**src/rtl/elog_pkg.sv**
```systemverilog
package elog_pkg;
    localparam int NSRC = 3;
    localparam int SRC_IRQ = 0;
    localparam int SRC_IO  = 1;
    localparam int SRC_DMA = 2;

    typedef enum logic [1:0] {
        TAG_IRQ = 2'b00,
        TAG_IOL = 2'b01,
        TAG_DMA = 2'b10
    } tag_e;
endpackage

```
**src/rtl/elog_slot.sv**
```systemverilog
module elog_slot #(
    parameter int W = 8
) (
    input  logic         clk,
    input  logic         rst_n,
    input  logic         load_i,
    input  logic         drain_i,
    input  logic [W-1:0] din_i,
    output logic         full_o,
    output logic [W-1:0] dout_o
);
    typedef struct packed {
        logic         full;
        logic [W-1:0] data;
    } slot_t;

    slot_t s_d, s_q;

    always_comb begin
        s_d = s_q;
        if (drain_i) s_d.full = 1'b0;
        if (load_i) begin
            s_d.full = 1'b1;
            s_d.data = din_i;
        end
    end

    always_ff @(posedge clk) begin
        if (!rst_n) s_q <= '0;
        else        s_q <= s_d;
    end

    assign full_o = s_q.full;
    assign dout_o = s_q.data;
endmodule

```
**src/rtl/elog_arb.sv**
```systemverilog
module elog_arb #(
    parameter int N = 3
) (
    input  logic         en_i,
    input  logic [N-1:0] req_i,
    output logic [N-1:0] gnt_o
);
    logic [N:0] blocked;
    assign blocked[0] = ~en_i;
    for (genvar i = 0; i < N; i++) begin : g_chain
        assign gnt_o[i]     = req_i[i] & ~blocked[i];
        assign blocked[i+1] = blocked[i] | req_i[i];
    end
endmodule

```
**src/rtl/event_logger.sv**
```systemverilog
module event_logger #(
    parameter int DATA_W = 16,
    parameter int IC_W   = 32,
    parameter int TYPE_W = 4
) (
    input  logic              clk,
    input  logic              rst_n,
    input  logic [IC_W-1:0]   icount_i,
    input  logic              irq_valid_i,
    input  logic              irq_exc_i,
    input  logic [TYPE_W-1:0] irq_type_i,
    output logic              irq_stall_o,
    input  logic              io_valid_i,
    input  logic              io_load_i,
    input  logic [DATA_W-1:0] io_data_i,
    output logic              io_stall_o,
    input  logic              dma_valid_i,
    input  logic [DATA_W-1:0] dma_data_i,
    output logic              dma_stall_o,
    output logic              log_valid_o,
    input  logic              log_ready_i,
    output logic [1:0]        log_tag_o,
    output logic [DATA_W-1:0] log_payload_o,
    output logic [IC_W-1:0]   log_stamp_o
);
    import elog_pkg::*;

    localparam int REC_W = 2 + DATA_W + IC_W;
    localparam int PAD_W = DATA_W - TYPE_W;

    typedef struct packed {
        logic             valid;
        logic [REC_W-1:0] rec;
        logic [IC_W-1:0]  seq;
    } st_t;

    st_t st_d, st_q;

    logic [NSRC-1:0]  want, take, full_w, grant_w, stall_w;
    logic [REC_W-1:0] din   [NSRC];
    logic [REC_W-1:0] dout  [NSRC];
    logic             out_free;

    assign out_free = ~st_q.valid | log_ready_i;

    assign want[SRC_IRQ] = irq_valid_i & ~irq_exc_i;
    assign want[SRC_IO]  = io_valid_i & io_load_i;
    assign want[SRC_DMA] = dma_valid_i;

    assign din[SRC_IRQ] = {TAG_IRQ, {PAD_W{1'b0}}, irq_type_i, icount_i};
    assign din[SRC_IO]  = {TAG_IOL, io_data_i, icount_i};
    assign din[SRC_DMA] = {TAG_DMA, dma_data_i, st_q.seq};

    elog_arb #(.N(NSRC)) u_arb (
        .en_i  (out_free),
        .req_i (full_w),
        .gnt_o (grant_w)
    );

    for (genvar i = 0; i < NSRC; i++) begin : g_src
        assign stall_w[i] = full_w[i] & ~grant_w[i];
        assign take[i]    = want[i] & ~stall_w[i];
        elog_slot #(.W(REC_W)) u_slot (
            .clk     (clk),
            .rst_n   (rst_n),
            .load_i  (take[i]),
            .drain_i (grant_w[i]),
            .din_i   (din[i]),
            .full_o  (full_w[i]),
            .dout_o  (dout[i])
        );
    end

    always_comb begin
        st_d = st_q;
        if (take[SRC_DMA]) st_d.seq = st_q.seq + 1'b1;
        if (out_free) begin
            st_d.valid = |grant_w;
            st_d.rec   = '0;
            for (int i = 0; i < NSRC; i++) begin
                if (grant_w[i]) st_d.rec = st_d.rec | dout[i];
            end
        end
    end

    always_ff @(posedge clk) begin
        if (!rst_n) st_q <= '0;
        else        st_q <= st_d;
    end

    assign irq_stall_o   = stall_w[SRC_IRQ];
    assign io_stall_o    = stall_w[SRC_IO];
    assign dma_stall_o   = stall_w[SRC_DMA];
    assign log_valid_o   = st_q.valid;
    assign log_tag_o     = st_q.rec[REC_W-1 -: 2];
    assign log_payload_o = st_q.rec[IC_W +: DATA_W];
    assign log_stamp_o   = st_q.rec[IC_W-1:0];
endmodule

```
**config.mk**
```make
export PLATFORM = sky130hd
export DESIGN_NAME = event_logger
export DESIGN_NICKNAME = d
export VERILOG_FILES = /design/src/rtl/elog_pkg.sv /design/src/rtl/elog_slot.sv /design/src/rtl/elog_arb.sv /design/src/rtl/event_logger.sv
export SDC_FILE = /design/constraint.sdc
export NUM_CORES = 1
export LEC_CHECK = 0
export BUFFER_PORTS_ARGS = -buffer_cell sky130_fd_sc_hd__buf_4
export CORE_MARGIN = 4
export CORE_UTILIZATION = 30
export CTS_CLUSTER_DIAMETER = 60
export CTS_CLUSTER_SIZE = 14
export DETAILED_ROUTE_END_ITERATION = 16
export GPL_ROUTABILITY_DRIVEN = 1
export GPL_TIMING_DRIVEN = 0
export HOLD_SLACK_MARGIN = 0.02
export SLEW_MARGIN = 20
export SYNTH_ARGS = -nofsm -noshare
export SYNTH_HDL_FRONTEND = slang
export SYNTH_HIERARCHICAL = 1
export SYNTH_SLANG_ARGS = --single-unit
```
**constraint.sdc**
```tcl
create_clock -name clk -period 6.6 [get_ports clk]
set_clock_uncertainty 0.05 [all_clocks]
set_input_delay 0 -clock clk [delete_from_list [all_inputs] [get_ports clk]]
set_output_delay 0 -clock clk [all_outputs]
set_load 0.02 [all_outputs]
```
==> results by group, run 1 <==
Logic synthesis
  – Number of synthesis warnings: 6
  – Yosys cell types: 38
  – Cells after Synth: 937
  – Synthesized cell area: 9780 um^2
  – Syn avg cell area: 10.4 um^2
  – Seq/Total Area, Yosys: 0.483
  – Yosys reg bits: approximately 240

Clocking
  – Worst skew pair latency: 0.50 ns
  – Post-CTS Hold Buffers: 72
  – H-tree depth: 1
  – Root buffer cell: clkbuf_16
  – Post-CTS setup buffers: 0
  – Clock Sinks: 236
  – Clock-pin slew on the worst setup and hold paths: 0.07 ns
  – CTS tree: done
  – CTS resizes: 0
  – Max Root-Sink Buffers: 3
  – CTS buffer count: 21

Die
  – Die H: 189 um
  – Die X: about 190 um
  – Rows: 65
  – Starting Density: 0.307
  – Die ar.: 35500 um^2
  – Total core area: roughly 32000 um^2
  – Ports: 130

Timing
  – Post-route setup slack: about 2.5 ns
  – Relative slew margins: 0.513
  – RSZ-0062 raised after global routing: false
  – Fin. max-slew vios: 0
  – Fin crit share: 0.627
  – Slew @ Worst Pin: 0.731 ns
  – Total Neg Setup Slack: 0 ns
  – Max Fclk: between 200 and 250 MHz
  – Final Hold Vio Count: 0
  – Number of setup violations in the final report: 0
  – Fin crit period: slightly above 4 ns

Layout
  – # diodes: 0
  – Layout net count: between 1k and 1.5k
  – Multi-input logic area: roughly 4600 um^2
  – Fraction of layout cells with a size suffix above 1: 0.151
  – Area Growth Syn to Fin: 29.1%
  – Register area: 4720 um^2
  – Final Non-Filler Cells: 1614
  – Fill count: 3193
  – Final core occ: 0.396

Global route
  – Largest net degree at the start of global routing: 26
  – Initial antenna violation count: 0
  – First-pass GRT wire length: 43900 um
  – Tot GR Track Use: 0.151
  – Vias in the first global route: 7895
  – GR Overflow Total: 0

Worst hold path
  – Type of the tightest min-delay check: input port to flip-flop

Worst setup path
  – CP Class: flip-flop to flip-flop
  – Crit-path max FO: 12
  – WP data arrival: 4.47 ns
  – Worst Setup End Kind: flip-flop
  – Worst EP required: 6.93 ns
  – Startpoint Class: flip-flop
  – R2R setup slack: between 2 and 2.5 ns

Place
  – Cell Count Post-Placement: 1516
  – Final Wtd Congestion: 0.776
  – Number of port buffers: 128
  – DP Worst Slack: between 2 and 2.5 ns
  – Post-DP HPWL: 19200 um

Pwr
  – Lkg Pwr: 4.72 nW
  – Pwr Density: 242 nW/um^2
  – VDD IR-drop max: 137 uV

Run
  – Max Cap Viol: 0

Routing
  – Drt drc: 0
  – DRT antenna net count: 0
  – Initial DRC count: 529
  – Via count: 7679
  – Post-DR wirelength/cell: about 17 um
  – Drt first pass iters: 6
  – Vias per Instance: 4.76
  – Post-Route WL: around 27000 um

Outcome
  – Run status: complete, no violations
-- synthesized netlist by cell type --
cell        n  share of area
nor3b_1     1        0.00077
xnor2_1     3         0.0027
a21oi_1    12         0.0061
a222oi_1   50          0.051
nor4b_1     1        0.00090
nor2b_1   155          0.099
clkbuf_1   58          0.022
buf_2       3         0.0015
o21a_1      3         0.0023
nand4_1     4         0.0026
inv_1       8         0.0031
buf_1       1        0.00038
conb_1      2        0.00077
or4_1       6         0.0046
mux2i_1   165           0.17
or3_1       5         0.0032
nand4_2     1         0.0013
nor3_1      2         0.0010
nand2_1    28          0.011
and3b_2     1         0.0010
and4bb_2    1         0.0013
nand2b_1   16          0.010
o21ai_0     5         0.0026
buf_6       3         0.0035
buf_8      15          0.023
nor4_1     14         0.0090
dfxtp_1   236           0.48
o31ai_1     5         0.0038
a211oi_1   50          0.038
ha_1        1         0.0013
nand3_1    13         0.0067
and3_1      2         0.0013
or2_2       1        0.00064
and2_2      1        0.00077
and4_1      5         0.0045
nor2_1     54          0.021
and2_1      3         0.0019
xor2_1      3         0.0027
-- routing by layer --
metal | up-vias | track usage | routed length [um] | share of wire
li1 | 3820 | - | - | -
met1 | 3659 | 0.198 | 12500 | 0.45
met2 | 167 | 0.263 | 13300 | 0.49
met3 | 33 | 0.0217 | 1230 | 0.045
met4 | 0 | 0.0345 | 448 | 0.016
met5 | - | 0 | 0 | 0
-- cells by family (layout without fill, tap and decap cells) --
kind of cell / after synthesis / in the layout / synth area share
other: 2 / 18 / 0.000768
multiplexers: 165 / 165 / 0.169
XOR/XNOR: 6 / 6 / 0.00538
adder cells (fa/ha/maj): 1 / 1 / 0.00128
buffers and inverters: 88 / 314 / 0.0537
flip-flops: 236 / 236 / 0.483
AND/OR/NAND/NOR: 314 / 314 / 0.182
AO/OA/AOI/OAI: 125 / 125 / 0.104
-- area by class of cell --
cell class / instances / share of cell area
Buffer: 80 / 0.0392
Inverter: 8 / 0.00238
Clock buffer: 24 / 0.0433
Timing Repair Buffer: 200 / 0.133
Multi-Input combinational cell: 629 / 0.363
Tap cell: 435 / 0.0431
Sequential cell: 236 / 0.374
Clock inverter: 2 / 0.00129
-- critical path: stages (launching register included) --
cell      delay, ns
dfxtp_1        0.31
nand2b_1       0.19
clkbuf_1       0.52
clkbuf_1       0.57
and2_2         0.26
clkbuf_1       0.39
clkbuf_1       0.52
nor2b_1        0.23
nor3b_1        0.29
buf_6          0.23
buf_8          0.19
mux2i_1        0.21
nor2b_1        0.06
-- flip-flops by register name, indices dropped and copies added, names as in the netlist --
| name | cells |
|---|---|
| g_src.u_slot/dout_o | 150 |
| log_valid_o | 1 |
| log_stamp_o | 32 |
| din | 32 |
| g_src.u_slot/full_o | 3 |
| log_payload_o | 16 |
| log_tag_o | 2 |
-- path summary, 6_finish.rpt --
| path | start | endpoint | depth (start not counted) |
|---|---|---|---|
| min | io_load_i | g_src[1].u_slot/dout_o[46] | 6 |
| min reg2reg | din[21] | din[21] | 2 |
| max reg2reg | log_valid_o | g_src[0].u_slot/dout_o[20] | 12 |
| max | log_valid_o | g_src[0].u_slot/dout_o[20] | 12 |
-- metrics by stage --
| stage | power (mW) | cell area [um^2] | hold slack [ns] |
|---|---|---|---|
| 2_1_floorplan | 1.79 | 9840 | 0.0782 |
| 3_3_place_gp | 1.95 | 11300 | 0.206 |
| 3_5_place_dp | 1.95 | 11300 | 0.216 |
| 4_1_cts | 3.08 | 12600 | 0.0834 |
| 5_1_grt | 3.18 | 12600 | 0.131 |
| 6_report | 3.05 | 12600 | 0.0805 |
-- power breakdown --
group | switching, mW | internal [mW] | leakage (nW)
combinational | 0.227 | 0.204 | 2.53
clock | 0.516 | 0.583 | 0.273
sequential | 0.0360 | 1.49 | 1.92
-- cells in the final DEF (no fill, tap or decap), types with 3 or more instances in the layout --
cell	n
a211oi_1	50
a21oi_1	12
a222oi_1	50
and2_1	3
and4_1	5
buf_2	3
buf_4	128
buf_6	3
buf_8	15
clkbuf_1	60
clkbuf_16	21
conb_1	18
dfxtp_1	236
dlygate4sd3_1	72
inv_1	8
mux2i_1	165
nand2_1	28
nand2b_1	16
nand3_1	13
nand4_1	4
nor2_1	54
nor2b_1	155
nor4_1	14
o21a_1	3
o21ai_0	5
o31ai_1	5
or3_1	5
or4_1	6
xnor2_1	3
xor2_1	3
(Power assumes the default switching activity.)
==> inputs of run 2 (changes only) <==
clock period = 3.4 ns   (was 6.6 ns; I/O delays follow)
==> run 2 against run 1 <==
  * Utilization about the same
  * Register-to-register slack worse by 2.2 ns
  * Sequential power rose by 95%
  * Routed wire length is 0.42% lower
  * Hold slack improved by 0.0025 ns
  * Sequential share of layout area about the same
  * Clock-buffer cell count unchanged
  * Global-route usage decreased by 0.058 points
  * Largest power group unchanged
==> results by group, run 2 (synthesis results as in run 1) <==
Outcome
  – Run status: complete, no violations

Routing
  – DRT antenna net count: 0 (unchanged)
  – Drt drc: 0 (unchanged)
  – Drt first pass iters: 6 (unchanged)
  – Via count: 7733 (+0.70%)
  – Post-DR wirelength/cell: 17.0 um (-0.29%)
  – Vias per Instance: 4.80 (+0.83%)
  – Post-Route WL: 27400 um (-0.42%)
  – Initial DRC count: 475 (-10%)

Layout
  – Register area: 4720 um^2 (unchanged)
  – Max reg flops: 150 (unchanged)
  – Area Growth Syn to Fin: 29.3% (about the same)
  – Commonest non-fill, non-tap cells in the layout: dfxtp_1 (236), mux2i_1 (165), nor2b_1 (155)
  – Fill count: 3191 (-0.063%)
  – Layout net count: 1251 (-0.16%)
  – # diodes: 0 (unchanged)
  – Fraction of layout cells with a size suffix above 1: 0.157 (+0.00620)
  – Multi-input logic area: 4600 um^2 (+0.30%)
  – Most common cell after layout, fill and taps aside: dfxtp_1
  – Final core occ: 0.396 (about the same)

Timing
  – RSZ-0062 raised after global routing: false
  – Fin crit period: 3.14 ns (-0.991 ns)
  – Final Hold Vio Count: 0 (unchanged)
  – Fin crit share: 0.925 (+0.298)
  – Slew @ Worst Pin: 0.731 ns (-0.000189 ns)
  – Relative slew margins: 0.513 (about the same)
  – Max Fclk: 318 MHz (+32%)
  – Fin. max-slew vios: 0 (unchanged)
  – Number of setup violations in the final report: 0 (unchanged)
  – Total Neg Setup Slack: 0 ns (unchanged)

Clocking
  – Clock-pin slew on the worst setup and hold paths: 0.07 ns (about the same)
  – Root buffer cell: clkbuf_16
  – Max Root-Sink Buffers: 3 (unchanged)
  – Clock Sinks: 236 (unchanged)
  – Post-CTS setup buffers: 0 (unchanged)
  – H-tree depth: 1 (unchanged)
  – CTS buffer count: 21 (unchanged)
  – Worst skew pair latency: 0.50 ns (about the same)
  – CTS tree: done

Worst setup path
  – Worst EP required: 3.78 ns (-3.15 ns)
  – WP data arrival: 3.52 ns (-0.95 ns)
  – R2R setup slack: 0.26 ns (-2.21 ns)
  – CP Class: flip-flop to flip-flop
  – Startpoint Class: flip-flop
  – Crit-path max FO: 12 (unchanged)
  – Worst Setup End Kind: flip-flop

Global route
  – Largest net degree at the start of global routing: 26 (unchanged)
  – Vias in the first global route: 7900 (+0.063%)
  – Tot GR Track Use: 0.150 (-0.000580)
  – First-pass GRT wire length: 43800 um (-0.35%)
  – Initial antenna violation count: 0 (unchanged)
  – GR Overflow Total: 0 (unchanged)

Place
  – Final Wtd Congestion: 0.776 (unchanged)
  – Number of port buffers: 128 (unchanged)
  – Post-DP HPWL: 19200 um (unchanged)

Die
  – Die H: 189 um (unchanged)
  – Total core area: 31900 um^2 (unchanged)
  – Rows: 65 (unchanged)
  – Starting Density: 0.307 (unchanged)
  – Die ar.: 35500 um^2 (unchanged)
  – Die X: 189 um (unchanged)
  – Ports: 130 (unchanged)

Pwr
  – Lkg Pwr: 4.73 nW (+0.21%)
  – VDD IR-drop max: 265 uV (+93%)
  – Total power after layout: 5.92 mW (+94%)
  – Pwr Density: 468 nW/um^2 (+94%)

Worst hold path
  – Type of the tightest min-delay check: input port to flip-flop

Run
  – Max Cap Viol: 0 (unchanged)
## run 2: changes by cell type in the layout (fill, tap and decap cells not counted)
| cell | previous run | this run |
|---|---|---|
| nand2b_2 | 0 | 1 |
| nor4_1 | 14 | 13 |
| clkbuf_1 | 60 | 54 |
| nand3_2 | 0 | 1 |
| nor4_2 | 0 | 1 |
| clkbuf_2 | 0 | 4 |
| nand2b_1 | 16 | 15 |
| nand3_1 | 13 | 12 |
## run 2: report_power, final
| part | internal [mW] | total, mW | switching (mW) |
|---|---|---|---|
| combinational | 0.396 | 0.836 | 0.440 |
| clock | 1.13 | 2.12 | 0.992 |
| sequential | 2.89 | 2.96 | 0.0700 |
## run 2: metrics by stage
| stage | cells | hold slack [ns] | worst slack, ns | area (um^2) |
|---|---|---|---|---|
| floorplan | 953 | 0.0782 | 0.555 | 9840 |
| global placement | 1516 | 0.206 | -0.796 | 11300 |
| detailed placement | 1516 | 0.216 | -0.785 | 11300 |
| CTS | 1613 | 0.0834 | 0.107 | 12600 |
| global route | 1612 | 0.131 | 0.0226 | 12600 |
| finish | 1612 | 0.0830 | 0.255 | 12600 |
## run 2: what timing repair did
item                                   CTS  global route
hold buffers                            72             0
setup endpoints to repair              222            10
gates resized for setup                  4             4
endpoints found under the hold margin  111             0
## run 2: area by class of cell
cell class                      count  area share
Clock buffer                       24      0.0433
Clock inverter                      2     0.00129
Buffer                             78      0.0390
Multi-Input combinational cell    629       0.364
Tap cell                          435      0.0431
Inverter                            8     0.00238
Timing Repair Buffer              200       0.133
Sequential cell                   236       0.374
## run 2: critical path: stages, from the launching register on
cell      delay [ns]
dfxtp_1         0.32
nand2b_2        0.27
clkbuf_2        0.36
and4bb_2        0.28
buf_2           0.21
nand2b_1        0.12
buf_2           0.21
nand3_2         0.26
clkbuf_1        0.33
nor4_1          0.43
mux2i_1         0.23
## run 2: per-layer routing
metal / vias up / GRT usage / part of all wire
met4: 0 / 0.0345 / 0.016
met2: 182 / 0.262 / 0.49
li1: 3814 / - / -
met5: - / 0 / 0
met3: 31 / 0.0217 / 0.044
met1: 3706 / 0.197 / 0.45
## run 2: final timing paths
path                                     end  depth (start not counted)        start
hold reg to reg                      din[21]                          2      din[21]
setup reg to reg                     din[30]                         10  log_valid_o
hold / removal    g_src[1].u_slot/dout_o[46]                          6    io_load_i
setup / recovery                     din[30]                         10  log_valid_o
==> inputs of run 3 (changes only) <==
CTS_CLUSTER_DIAMETER = unset   (was 60)
GPL_TIMING_DRIVEN = unset   (was 0)
==> run 3 against run 2 <==
  * Routed wire length decreased by 7.8%
  * Power increased by 11%
  * Die area unchanged
  * Sequential share of layout area decreased by 0.27 points
  * Largest cell class unchanged
  * Largest power group unchanged
  * Cell count decreased by 1.9%
  * Combinational power decreased by 6.0%
  * Worst setup slack improved by 0.016 ns
  * Non-clock buffer count decreased by 53
  * Clock power increased by 33%
  * Via count decreased by 3.7%
  * Critical endpoint is now g_src[2].u_slot/dout_o[39]
  * Global-route usage decreased by 1.1 points
==> results by group, run 3 (synthesis results as in run 1) <==
Outcome
  – Run status: complete, no violations

Layout
  – Design Area, Final: 12700 um^2 (+0.73%)
  – Most common cell after layout, fill and taps aside: dfxtp_1
  – # diodes: 0 (unchanged)
  – Register area: 4720 um^2 (unchanged)
  – Commonest non-fill, non-tap cells in the layout: dfxtp_1 (236), mux2i_1 (165), nor2b_1 (155)
  – Fill count: 3129 (-1.9%)
  – Layout net count: 1204 (-3.8%)
  – Area Growth Syn to Fin: 30.2%
  – Fraction of layout cells with a size suffix above 1: 0.173 (+0.0163)
  – Multi-input logic area: 4610 um^2 (+0.14%)
  – Max reg flops: 150 (unchanged)

Global route
  – Largest net degree at the start of global routing: 124 (+380%)
  – Vias in the first global route: 7599 (-3.8%)
  – Tot GR Track Use: 0.139 (-0.0113)
  – First-pass GRT wire length: 41200 um (-5.9%)
  – Initial antenna violation count: 0 (unchanged)
  – GR Overflow Total: 0 (unchanged)

Clocking
  – Root buffer cell: clkbuf_16
  – Clock-pin slew on the worst setup and hold paths: 0.06 ns (about the same)
  – CTS buffer count: 27 (+29%)
  – CTS tree: done
  – Max Root-Sink Buffers: 3 (unchanged)
  – Clock Sinks: 236 (unchanged)
  – H-tree depth: 1 (unchanged)
  – Worst skew pair latency: 0.52 ns (+0.02 ns)

Worst setup path
  – Worst EP required: 3.75 ns (-0.03 ns)
  – Worst Setup End Kind: flip-flop
  – WP data arrival: 3.48 ns (-0.04 ns)
  – CP Class: flip-flop to flip-flop
  – Crit-path max FO: 56 (+44)
  – Startpoint Class: flip-flop

Timing
  – Max Fclk: 320 MHz (+0.50%)
  – Fin crit period: 3.13 ns (-0.0156 ns)
  – Relative slew margins: 0.360 (-0.152)
  – Number of setup violations in the final report: 0 (unchanged)
  – RSZ-0062 raised after global routing: false
  – Final Hold Vio Count: 0 (unchanged)
  – Fin crit share: 0.920 (-0.00458)
  – Total Neg Setup Slack: 0 ns (unchanged)
  – Fin. max-slew vios: 0 (unchanged)
  – Slew @ Worst Pin: 0.957 ns (+0.226 ns)

Place
  – Number of port buffers: 129 (+0.78%)
  – Dpl cell area: 11000 um^2 (-3.0%)
  – Final Wtd Congestion: 0.724 (-6.8%)
  – Post-DP HPWL: 15200 um (-21%)

Routing
  – Drt first pass iters: 8 (+2)
  – DRT antenna net count: 0 (unchanged)
  – Post-Route WL: 25200 um (-7.8%)
  – Initial DRC count: 589 (+24%)
  – Via count: 7448 (-3.7%)
  – Vias per Instance: 4.71 (-1.9%)
  – Drt drc: 0 (unchanged)
  – Post-DR wirelength/cell: 16.0 um (-6.0%)

Die
  – Starting Density: 0.307 (unchanged)
  – Die H: 189 um (unchanged)
  – Rows: 65 (unchanged)
  – Die X: 189 um (unchanged)
  – Total core area: 31900 um^2 (unchanged)
  – Ports: 130 (unchanged)
  – Die ar.: 35500 um^2 (unchanged)

Worst hold path
  – Type of the tightest min-delay check: input port to flip-flop

Pwr
  – Pwr Density: 516 nW/um^2 (+10%)
  – Lkg Pwr: 4.84 nW (+2.3%)
  – VDD IR-drop max: 327 uV (+23%)

Run
  – Max Cap Viol: 0 (unchanged)
[run 3: changes by cell type in the layout (fill, tap and decap cells not counted), moves of 3 or more]
| cell | delta |
|---|---|
| clkinv_2 | +11 |
| buf_2 | -3 |
| buf_12 | +3 |
| buf_8 | -15 |
| clkbuf_1 | -53 |
| clkbuf_8 | +6 |
| dlygate4sd3_1 | +12 |
| buf_4 | +8 |
| clkbuf_16 | +6 |
| clkbuf_2 | -4 |
[run 3: what timing repair did]
action	in CTS	in global routing
buffers inserted	0	0
hold buffers	84	0
setup endpoints to repair	0	7
endpoints found under the hold margin	121	0
gates resized for setup	0	2
[run 3: layout make-up]
type                    instances  share of cell area
clock buffers                  35              0.0609
clock inverters                14             0.00806
inverters                       8             0.00246
multi-input cells             629               0.362
flip-flops and latches        236               0.371
well taps                     435              0.0428
repair buffers                225               0.153
[run 3: power breakdown]
part,internal (mW),switching (mW)
clock network,1.68,1.15
logic,0.375,0.411
registers,2.89,0.0695
total,4.94,1.63
[run 3: worst paths after layout]
path | end | cells after the start | from | slack [ns]
setup / recovery | g_src[2].u_slot/dout_o[39] | 10 | log_valid_o | 0.27
setup reg to reg | g_src[2].u_slot/dout_o[39] | 10 | log_valid_o | 0.27
hold reg to reg | din[21] | 2 | din[21] | 0.44
hold / removal | g_src[0].u_slot/full_o | 4 | irq_exc_i | 0.09
[run 3: worst max-delay path, cell delays in order, from the launching register on]
cell and delay (ns):
dfxtp_1 0.38, nand2b_4 0.07, buf_6 0.22, and4bb_2 0.29
nand2b_1 0.25, nand2_1 0.19, clkinv_2 0.41, buf_12 0.34
mux2i_1 0.16, nor2b_1 0.07, dlygate4sd3_1 0.57
[run 3: stage by stage]
step	cells	hold slack (ns)	power, mW	setup slack (ns)	util
global route	1582	0.0783	6.84	0.0665	0.399
CTS	1582	0.0567	6.65	0.0274	0.399
floorplan	953	0.0782	3.48	0.555	-
global placement	1449	0.207	3.72	0.448	0.345
detailed placement	1449	0.216	3.73	0.452	0.345
finish	1582	0.0907	6.57	0.271	0.399
[run 3: layer usage]
metal	track usage	share of wire	vias to the layer above
li1	-	-	3739
met1	0.181	0.46	3534
met2	0.244	0.50	147
met3	0.0193	0.036	28
met4	0.0317	0.013	0
met5	0	0	-
